==> config.mk <==
export PLATFORM = sky130hd
export DESIGN_NAME = sd_spi_blk_tx
export DESIGN_NICKNAME = d
export VERILOG_FILES = /design/src/rtl/sdw_pkg.sv /design/src/rtl/sdw_counter.sv /design/src/rtl/sdw_crc16.sv /design/src/rtl/sdw_seq.sv /design/src/rtl/sd_spi_blk_tx.sv
export SDC_FILE = /design/constraint.sdc
export NUM_CORES = 1
export LEC_CHECK = 0
export BUFFER_PORTS_ARGS = -buffer_cell sky130_fd_sc_hd__buf_4
export CORE_AREA = 2 2 94 96
export DETAILED_ROUTE_END_ITERATION = 7
export DIE_AREA = 0 0 96 98
export GPL_TIMING_DRIVEN = 0
export HOLD_SLACK_MARGIN = 0.15
export MAX_ROUTING_LAYER = met4
export PLACE_DENSITY = 0.76
export RECOVER_POWER = 50
export SLEW_MARGIN = 25
export SYNTH_ARGS = -nofsm -noshare
export SYNTH_HDL_FRONTEND = slang
export SYNTH_SLANG_ARGS = --single-unit
==> constraint.sdc <==
create_clock -name clk_i -period 2.8 [get_ports clk_i]
set_clock_uncertainty 0.2 [all_clocks]
set_input_delay 0.56 -clock clk_i [delete_from_list [all_inputs] [get_ports clk_i]]
set_output_delay 0.56 -clock clk_i [all_outputs]
set_load 0.005 [all_outputs]
==> src/rtl/sdw_pkg.sv <==
`timescale 1ns/1ps
package sdw_pkg;

  typedef enum logic [1:0] {
    ST_OK       = 2'd0,
    ST_DATA_ERR = 2'd1,
    ST_TIMEOUT  = 2'd2
  } sdw_status_e;

  typedef enum logic [3:0] {
    S_IDLE,
    S_FILL,
    S_TOKEN,
    S_PAY_GET,
    S_PAY_XCHG,
    S_CRC_HI,
    S_CRC_LO,
    S_RESP,
    S_BUSY,
    S_STOP_FILL,
    S_STOP_TOK
  } sdw_state_e;

  localparam logic [7:0]  FILL_BYTE  = 8'hFF;
  localparam logic [7:0]  TOK_SINGLE = 8'hFE;
  localparam logic [7:0]  TOK_MULTI  = 8'hFC;
  localparam logic [7:0]  TOK_STOP   = 8'hFD;
  localparam logic [4:0]  RESP_OK    = 5'h05;
  localparam logic [15:0] CRC_POLY   = 16'h1021;

  function automatic logic [15:0] crc16_next(input logic [15:0] c, input logic [7:0] b);
    logic [15:0] r;
    logic        fb;
    r = c;
    for (int i = 7; i >= 0; i--) begin
      fb = r[15] ^ b[i];
      r  = {r[14:0], 1'b0} ^ (fb ? CRC_POLY : 16'h0000);
    end
    return r;
  endfunction

endpackage

==> src/rtl/sdw_counter.sv <==
`timescale 1ns/1ps
module sdw_counter #(
  parameter int W = 8
) (
  input  logic         clk_i,
  input  logic         rst_ni,
  input  logic         clr_i,
  input  logic         inc_i,
  output logic [W-1:0] cnt_o
);

  always_ff @(posedge clk_i or negedge rst_ni) begin
    if (!rst_ni)    cnt_o <= '0;
    else if (clr_i) cnt_o <= '0;
    else if (inc_i) cnt_o <= cnt_o + W'(1);
  end

endmodule

==> src/rtl/sdw_crc16.sv <==
`timescale 1ns/1ps
module sdw_crc16 (
  input  logic        clk_i,
  input  logic        rst_ni,
  input  logic        clr_i,
  input  logic        upd_i,
  input  logic [7:0]  byte_i,
  output logic [15:0] crc_o
);

  always_ff @(posedge clk_i or negedge rst_ni) begin
    if (!rst_ni)    crc_o <= '0;
    else if (clr_i) crc_o <= '0;
    else if (upd_i) crc_o <= sdw_pkg::crc16_next(crc_o, byte_i);
  end

endmodule

==> src/rtl/sdw_seq.sv <==
`timescale 1ns/1ps
module sdw_seq
  import sdw_pkg::*;
#(
  parameter int BLK_BYTES  = 512,
  parameter int RESP_TRIES = 8,
  parameter int BUSY_LIMIT = 3000000,
  parameter int NBLK_W     = 16,
  parameter int BYTE_W     = 10,
  parameter int POLL_W     = 22
) (
  input  logic              clk_i,
  input  logic              rst_ni,
  input  logic              start_i,
  input  logic              multi_i,
  input  logic              crc_on_i,
  input  logic [NBLK_W-1:0] nblk_i,
  input  logic [7:0]        data_i,
  input  logic              data_valid_i,
  output logic              data_ready_o,
  output logic              xchg_req_o,
  output logic [7:0]        xchg_tx_o,
  input  logic              xchg_done_i,
  input  logic [7:0]        xchg_rx_i,
  input  logic [15:0]       crc_i,
  output logic              crc_clr_o,
  output logic              crc_upd_o,
  input  logic [BYTE_W-1:0] pay_cnt_i,
  output logic              pay_clr_o,
  output logic              pay_inc_o,
  input  logic [POLL_W-1:0] poll_cnt_i,
  output logic              poll_clr_o,
  output logic              poll_inc_o,
  output logic              busy_o,
  output logic              done_o,
  output logic [1:0]        status_o
);

  sdw_state_e        state_q;
  sdw_status_e       status_q;
  logic              multi_q, crc_on_q, stop_q, done_q;
  logic [NBLK_W-1:0] blk_left_q;
  logic [7:0]        pay_q;

  logic in_pay, in_poll, last_byte, resp_last, busy_last, first_read, rx_idle;

  assign in_pay     = (state_q == S_PAY_GET) || (state_q == S_PAY_XCHG);
  assign in_poll    = (state_q == S_RESP) || (state_q == S_BUSY);
  assign last_byte  = pay_cnt_i == BYTE_W'(BLK_BYTES - 1);
  assign resp_last  = poll_cnt_i == POLL_W'(RESP_TRIES - 1);
  assign busy_last  = poll_cnt_i == POLL_W'(BUSY_LIMIT - 1);
  assign first_read = poll_cnt_i == '0;
  assign rx_idle    = xchg_rx_i == FILL_BYTE;

  always_ff @(posedge clk_i or negedge rst_ni) begin
    if (!rst_ni) begin
      state_q    <= S_IDLE;
      status_q   <= ST_OK;
      multi_q    <= 1'b0;
      crc_on_q   <= 1'b0;
      stop_q     <= 1'b0;
      done_q     <= 1'b0;
      blk_left_q <= '0;
      pay_q      <= '0;
    end else begin
      done_q <= 1'b0;
      unique case (state_q)
        S_IDLE: if (start_i) begin
          multi_q    <= multi_i;
          crc_on_q   <= crc_on_i;
          stop_q     <= 1'b0;
          blk_left_q <= (nblk_i == '0) ? NBLK_W'(1) : nblk_i;
          state_q    <= S_FILL;
        end
        S_FILL:    if (xchg_done_i) state_q <= S_TOKEN;
        S_TOKEN:   if (xchg_done_i) state_q <= S_PAY_GET;
        S_PAY_GET: if (data_valid_i) begin
          pay_q   <= data_i;
          state_q <= S_PAY_XCHG;
        end
        S_PAY_XCHG: if (xchg_done_i) state_q <= last_byte ? S_CRC_HI : S_PAY_GET;
        S_CRC_HI:   if (xchg_done_i) state_q <= S_CRC_LO;
        S_CRC_LO:   if (xchg_done_i) state_q <= S_RESP;
        S_RESP: if (xchg_done_i) begin
          if (!xchg_rx_i[4]) begin
            if (xchg_rx_i[4:0] == RESP_OK) begin
              state_q <= S_BUSY;
            end else begin
              state_q  <= S_IDLE;
              done_q   <= 1'b1;
              status_q <= ST_DATA_ERR;
            end
          end else if (resp_last) begin
            state_q  <= S_IDLE;
            done_q   <= 1'b1;
            status_q <= ST_DATA_ERR;
          end
        end
        S_BUSY: if (xchg_done_i) begin
          if (!first_read && rx_idle) begin
            if (stop_q) begin
              state_q  <= S_IDLE;
              done_q   <= 1'b1;
              status_q <= ST_OK;
            end else if (blk_left_q > NBLK_W'(1)) begin
              blk_left_q <= blk_left_q - NBLK_W'(1);
              state_q    <= S_FILL;
            end else if (multi_q) begin
              state_q <= S_STOP_FILL;
            end else begin
              state_q  <= S_IDLE;
              done_q   <= 1'b1;
              status_q <= ST_OK;
            end
          end else if (busy_last) begin
            state_q  <= S_IDLE;
            done_q   <= 1'b1;
            status_q <= ST_TIMEOUT;
          end
        end
        S_STOP_FILL: if (xchg_done_i) state_q <= S_STOP_TOK;
        S_STOP_TOK: if (xchg_done_i) begin
          stop_q  <= 1'b1;
          state_q <= S_BUSY;
        end
        default: state_q <= S_IDLE;
      endcase
    end
  end

  always_comb begin
    xchg_req_o = 1'b1;
    xchg_tx_o  = FILL_BYTE;
    unique case (state_q)
      S_IDLE, S_PAY_GET: xchg_req_o = 1'b0;
      S_TOKEN:    xchg_tx_o = multi_q ? TOK_MULTI : TOK_SINGLE;
      S_PAY_XCHG: xchg_tx_o = pay_q;
      S_CRC_HI:   xchg_tx_o = crc_on_q ? crc_i[15:8] : FILL_BYTE;
      S_CRC_LO:   xchg_tx_o = crc_on_q ? crc_i[7:0]  : FILL_BYTE;
      S_STOP_TOK: xchg_tx_o = TOK_STOP;
      default:    xchg_tx_o = FILL_BYTE;
    endcase
  end

  assign data_ready_o = state_q == S_PAY_GET;
  assign crc_clr_o    = state_q == S_FILL;
  assign crc_upd_o    = (state_q == S_PAY_GET) && data_valid_i;
  assign pay_clr_o    = !in_pay;
  assign pay_inc_o    = (state_q == S_PAY_XCHG) && xchg_done_i;
  // counter restarts on leaving the response poll for the busy wait
  assign poll_clr_o   = !in_poll || ((state_q == S_RESP) && xchg_done_i && !xchg_rx_i[4]);
  assign poll_inc_o   = in_poll && xchg_done_i;

  assign busy_o   = state_q != S_IDLE;
  assign done_o   = done_q;
  assign status_o = status_q;

endmodule

==> src/rtl/sd_spi_blk_tx.sv <==
`timescale 1ns/1ps
module sd_spi_blk_tx #(
  parameter int BLK_BYTES  = 512,
  parameter int RESP_TRIES = 8,
  parameter int BUSY_LIMIT = 3000000,
  parameter int NBLK_W     = 16
) (
  input  logic              clk_i,
  input  logic              rst_ni,
  input  logic              start_i,
  input  logic              multi_i,
  input  logic              crc_on_i,
  input  logic [NBLK_W-1:0] nblk_i,
  input  logic [7:0]        data_i,
  input  logic              data_valid_i,
  output logic              data_ready_o,
  output logic              xchg_req_o,
  output logic [7:0]        xchg_tx_o,
  input  logic              xchg_done_i,
  input  logic [7:0]        xchg_rx_i,
  output logic              busy_o,
  output logic              done_o,
  output logic [1:0]        status_o
);

  localparam int BYTE_W   = $clog2(BLK_BYTES + 1);
  localparam int POLL_MAX = (BUSY_LIMIT > RESP_TRIES) ? BUSY_LIMIT : RESP_TRIES;
  localparam int POLL_W   = $clog2(POLL_MAX + 1);

  logic [15:0]       crc;
  logic              crc_clr, crc_upd;
  logic [BYTE_W-1:0] pay_cnt;
  logic              pay_clr, pay_inc;
  logic [POLL_W-1:0] poll_cnt;
  logic              poll_clr, poll_inc;

  sdw_crc16 i_crc (
    .clk_i  (clk_i),
    .rst_ni (rst_ni),
    .clr_i  (crc_clr),
    .upd_i  (crc_upd),
    .byte_i (data_i),
    .crc_o  (crc)
  );

  sdw_counter #(.W(BYTE_W)) i_pay_cnt (
    .clk_i  (clk_i),
    .rst_ni (rst_ni),
    .clr_i  (pay_clr),
    .inc_i  (pay_inc),
    .cnt_o  (pay_cnt)
  );

  sdw_counter #(.W(POLL_W)) i_poll_cnt (
    .clk_i  (clk_i),
    .rst_ni (rst_ni),
    .clr_i  (poll_clr),
    .inc_i  (poll_inc),
    .cnt_o  (poll_cnt)
  );

  sdw_seq #(
    .BLK_BYTES  (BLK_BYTES),
    .RESP_TRIES (RESP_TRIES),
    .BUSY_LIMIT (BUSY_LIMIT),
    .NBLK_W     (NBLK_W),
    .BYTE_W     (BYTE_W),
    .POLL_W     (POLL_W)
  ) i_seq (
    .clk_i        (clk_i),
    .rst_ni       (rst_ni),
    .start_i      (start_i),
    .multi_i      (multi_i),
    .crc_on_i     (crc_on_i),
    .nblk_i       (nblk_i),
    .data_i       (data_i),
    .data_valid_i (data_valid_i),
    .data_ready_o (data_ready_o),
    .xchg_req_o   (xchg_req_o),
    .xchg_tx_o    (xchg_tx_o),
    .xchg_done_i  (xchg_done_i),
    .xchg_rx_i    (xchg_rx_i),
    .crc_i        (crc),
    .crc_clr_o    (crc_clr),
    .crc_upd_o    (crc_upd),
    .pay_cnt_i    (pay_cnt),
    .pay_clr_o    (pay_clr),
    .pay_inc_o    (pay_inc),
    .poll_cnt_i   (poll_cnt),
    .poll_clr_o   (poll_clr),
    .poll_inc_o   (poll_inc),
    .busy_o       (busy_o),
    .done_o       (done_o),
    .status_o     (status_o)
  );

endmodule

==> results by group <==
Yosys
  • Dominant synthesized flop cell: dfrtp_1
  • Ys Warns: 0
  • Cell count after synthesis: 554
  • Synth top area share: 42.3%
  • Ys async rst share: 100%
  • Sequential fraction of the synthesis area: 42.3%
  • Syn Area/Cell: about 8.7 um2
  • Area leader, netlist: dfrtp_1
  • Top cells by area, synth: dfrtp_1, nand2_1, o21ai_0
  • Synth unique cells: 62
  • Most common library cells after synthesis: nand2_1, dfrtp_1, o21ai_0
  • Mapped cell area: 0.00485 mm2
  • EDFF count, synth: 0
  • Top-count cell post-synth: nand2_1
  • Syn Nets: about 600
  • Yosys reg bits: 82

Clocking
  • Clk pin slew, worst setup/hold paths: 0.08 ns
  • TritonCTS buffer count: 9
  • CTS tree: yes
  • Worst skew pair latency: 0.36 ns
  • H-tree Lvls: 3
  • CTS sink count: 82
  • Maximum root-to-sink buffer count: 2
  • CTS root buffer: clkbuf_8

Global routing
  • Initial antenna violation count: 0
  • First-pass GRT wire length: roughly 20000 um
  • GRT Total Usage: 27.5%
  • Vias in the first global route: 4165
  • Pin count of the biggest net entering global routing: 83
  • GRT overflow: 0

Run status
  • Status: finished clean

STA
  • Hold Worst Slack: 0.210 ns
  • Max Freq: ~370 MHz
  • Worst-margin pin slew: 1.11 ns
  • Slew HR: 25.9%
  • Fin Setup TNS: 0 ns
  • Slew Limit Fails: 0
  • Endpoints failing hold: 0
  • Setup Viol. Count Final: 0
  • Fin crit period: 2.73 ns
  • Final Cycle Share: between 90 and 100%

Setup path
  • CP top delay family: compound AO/OA/AOI/OAI gates
  • WP buf/inv: 3
  • CP max stage delay: 0.46 ns
  • Reg2reg setup slack: 0.23 ns
  • CP max-delay cell: a2111o_1
  • Crit Path Max Fanout: 10
  • Crit path cell chain: clkbuf_4 -> buf_6 -> nand2_1 -> o22ai_1 -> a2111o_1 -> buf_4
  • Nature of the critical path startpoint: register
  • CP Data Required Time: 2.04 ns
  • Crit Path Category: reg2out
  • CP Capture Type: output port
  • Worst EP arrival: 1.97 ns

Cells and area
  • Net count, final: about 660
  • Area Overhead vs Synth: 17.7%
  • Area of the multi-input gates: ~0.0027 mm2
  • Share of cells above drive strength 1: 17.8%
  • Reg area: 0.00205 mm2
  • Diodes inserted: 0
  • # fillers: around 730

Placed design
  • Global placer's final weighted congestion: 0.888
  • I/O Buffers: 52
  • Dpl hpwl: 8620 um

Floorplanning
  • I/O Pins: 53
  • Die Height: 98 um
  • Site Rows: 34
  • Die Area: 0.00941 mm2
  • Core ar.: about 0.0085 mm2
  • Die width: 96 um
  • Starting density of the core: 57.2%

Routing
  • Routed vias/inst: roughly 6
  • Drt first pass iters: 5
  • DRC Markers: 0
  • Wire per inst: 16.7 um
  • Post-Route WL: 12200 um
  • 1st-iter DRT viols: 218
  • Antenna Nets Post-Route: 0
  • Vias: ~4400

Pwr
  • Leak pwr: about 0.0024 uW
  • Power Dens Cells: 965 mW/mm2
  • VDD IR-drop max: between 0.4 and 0.5 mV

Worst hold path
  • HP Class: in2reg

Job
  • Max Cap Violations: 0
power by group:
group	internal, uW	switching [uW]	leakage [uW]
Sequential	1500	306	0.00109
Clock	675	439	0.000125
Combinational	1100	1480	0.00123
cell usage in the layout (no fill, tap or decap), types with 3 or more instances in the layout:
cell type	count
nand4_1	8
o21a_1	3
a22o_1	8
o21ai_1	9
o2bb2ai_1	4
nor2_1	42
a21oi_1	24
nor3b_1	4
nand3_1	30
bufinv_16	4
and3_1	9
o21ai_0	45
ha_1	5
clkbuf_4	8
o31ai_1	6
buf_4	53
nor3_1	10
o22ai_1	8
dfrtp_1	81
nand2b_1	7
xor2_1	24
and2_1	5
nor4_2	4
clkbuf_1	10
buf_2	5
xnor2_1	21
nor2b_1	5
mux2_2	8
nor4_1	16
clkbuf_8	10
inv_1	10
nand2_1	84
per-layer routing:
layer | track usage [%] | share of wire, % | vias up
met5 | - | 0 | -
met4 | 7.36 | 1.0 | 0
met3 | 3.86 | 4.5 | 11
met2 | 43.2 | 50 | 118
met1 | 37.4 | 45 | 2147
li1 | - | - | 2108
state kept, by name (all words and copies together) (netlist names):
| name | flops |
|---|---|
| i_poll_cnt.cnt_o | 22 |
| i_crc.crc_o | 16 |
| i_seq.blk_left_q | 16 |
| i_pay_cnt.cnt_o | 10 |
| i_seq.pay_q | 8 |
| i_seq.state_q | 4 |
| i_seq.status_o | 2 |
| i_seq.crc_on_q | 1 |
| i_seq.done_o | 1 |
| i_seq.multi_q | 1 |
| i_seq.stop_q | 1 |
cell type report:
class                   count  share of cell area (%)
inverters                  10                   0.658
repair buffers             57                    7.55
multi-input cells         435                    46.6
clock buffers               9                    2.17
clock inverters             5                    2.26
well taps                 108                    2.37
flip-flops and latches     82                    36.0
plain buffers              24                    2.35
kinds of logic after synthesis:
logic type / count (synthesis) / synth area share (%)
mux: 10 / 2.30
flops: 82 / 42.3
fa+ha+maj: 5 / 1.29
compound gates: 131 / 17.1
simple gates: 244 / 25.8
xor+xnor: 45 / 8.13
buf+inv: 37 / 3.05
path summary, 6_finish.rpt:
path | startpoint | endpoint | cells after the start
max in group asynchronous | rst_ni | i_seq.state_q[0]$_DFFE_PN0P_ | 2
setup reg to reg | i_poll_cnt.cnt_o[12]$_DFFE_PN0P_ | i_seq.state_q[0]$_DFFE_PN0P_ | 5
min in group asynchronous | rst_ni | i_pay_cnt.cnt_o[5]$_DFFE_PN0P_ | 2
hold / removal | data_i[4] | i_seq.pay_q[4]$_DFFE_PN0P_ | 3
hold reg to reg | i_pay_cnt.cnt_o[9]$_DFFE_PN0P_ | i_pay_cnt.cnt_o[9]$_DFFE_PN0P_ | 1
setup / recovery | i_seq.state_q[0]$_DFFE_PN0P_ | xchg_tx_o[0] | 6
repair_timing:
action,in CTS,in global routing
gates resized for setup,13,10
endpoints found under the hold margin,0,82
setup buffers,1,3
setup endpoints to repair,9,23
pin swaps,0,2
hold buffers,0,1
tightest hold or removal path, delay by kind of cell:
family | cells | cell delay, ns
buffers and inverters | 1 | 0.09
AND/OR/NAND/NOR | 2 | 0.09
stage by stage:
step	instances	setup WS, ns	instance area (um2)	power (uW)	util [%]
finish	730	0.0691	5700	5500	67.4
global route	730	-0.0150	5700	5890	67.4
CTS	726	0.00258	5650	5410	66.7
detailed placement	714	-0.442	5370	4250	63.4
global placement	714	-0.371	5370	4190	63.4
floorplan	554	0.217	4850	3560	-
No activity file was read; power rests on OpenSTA's default activity.
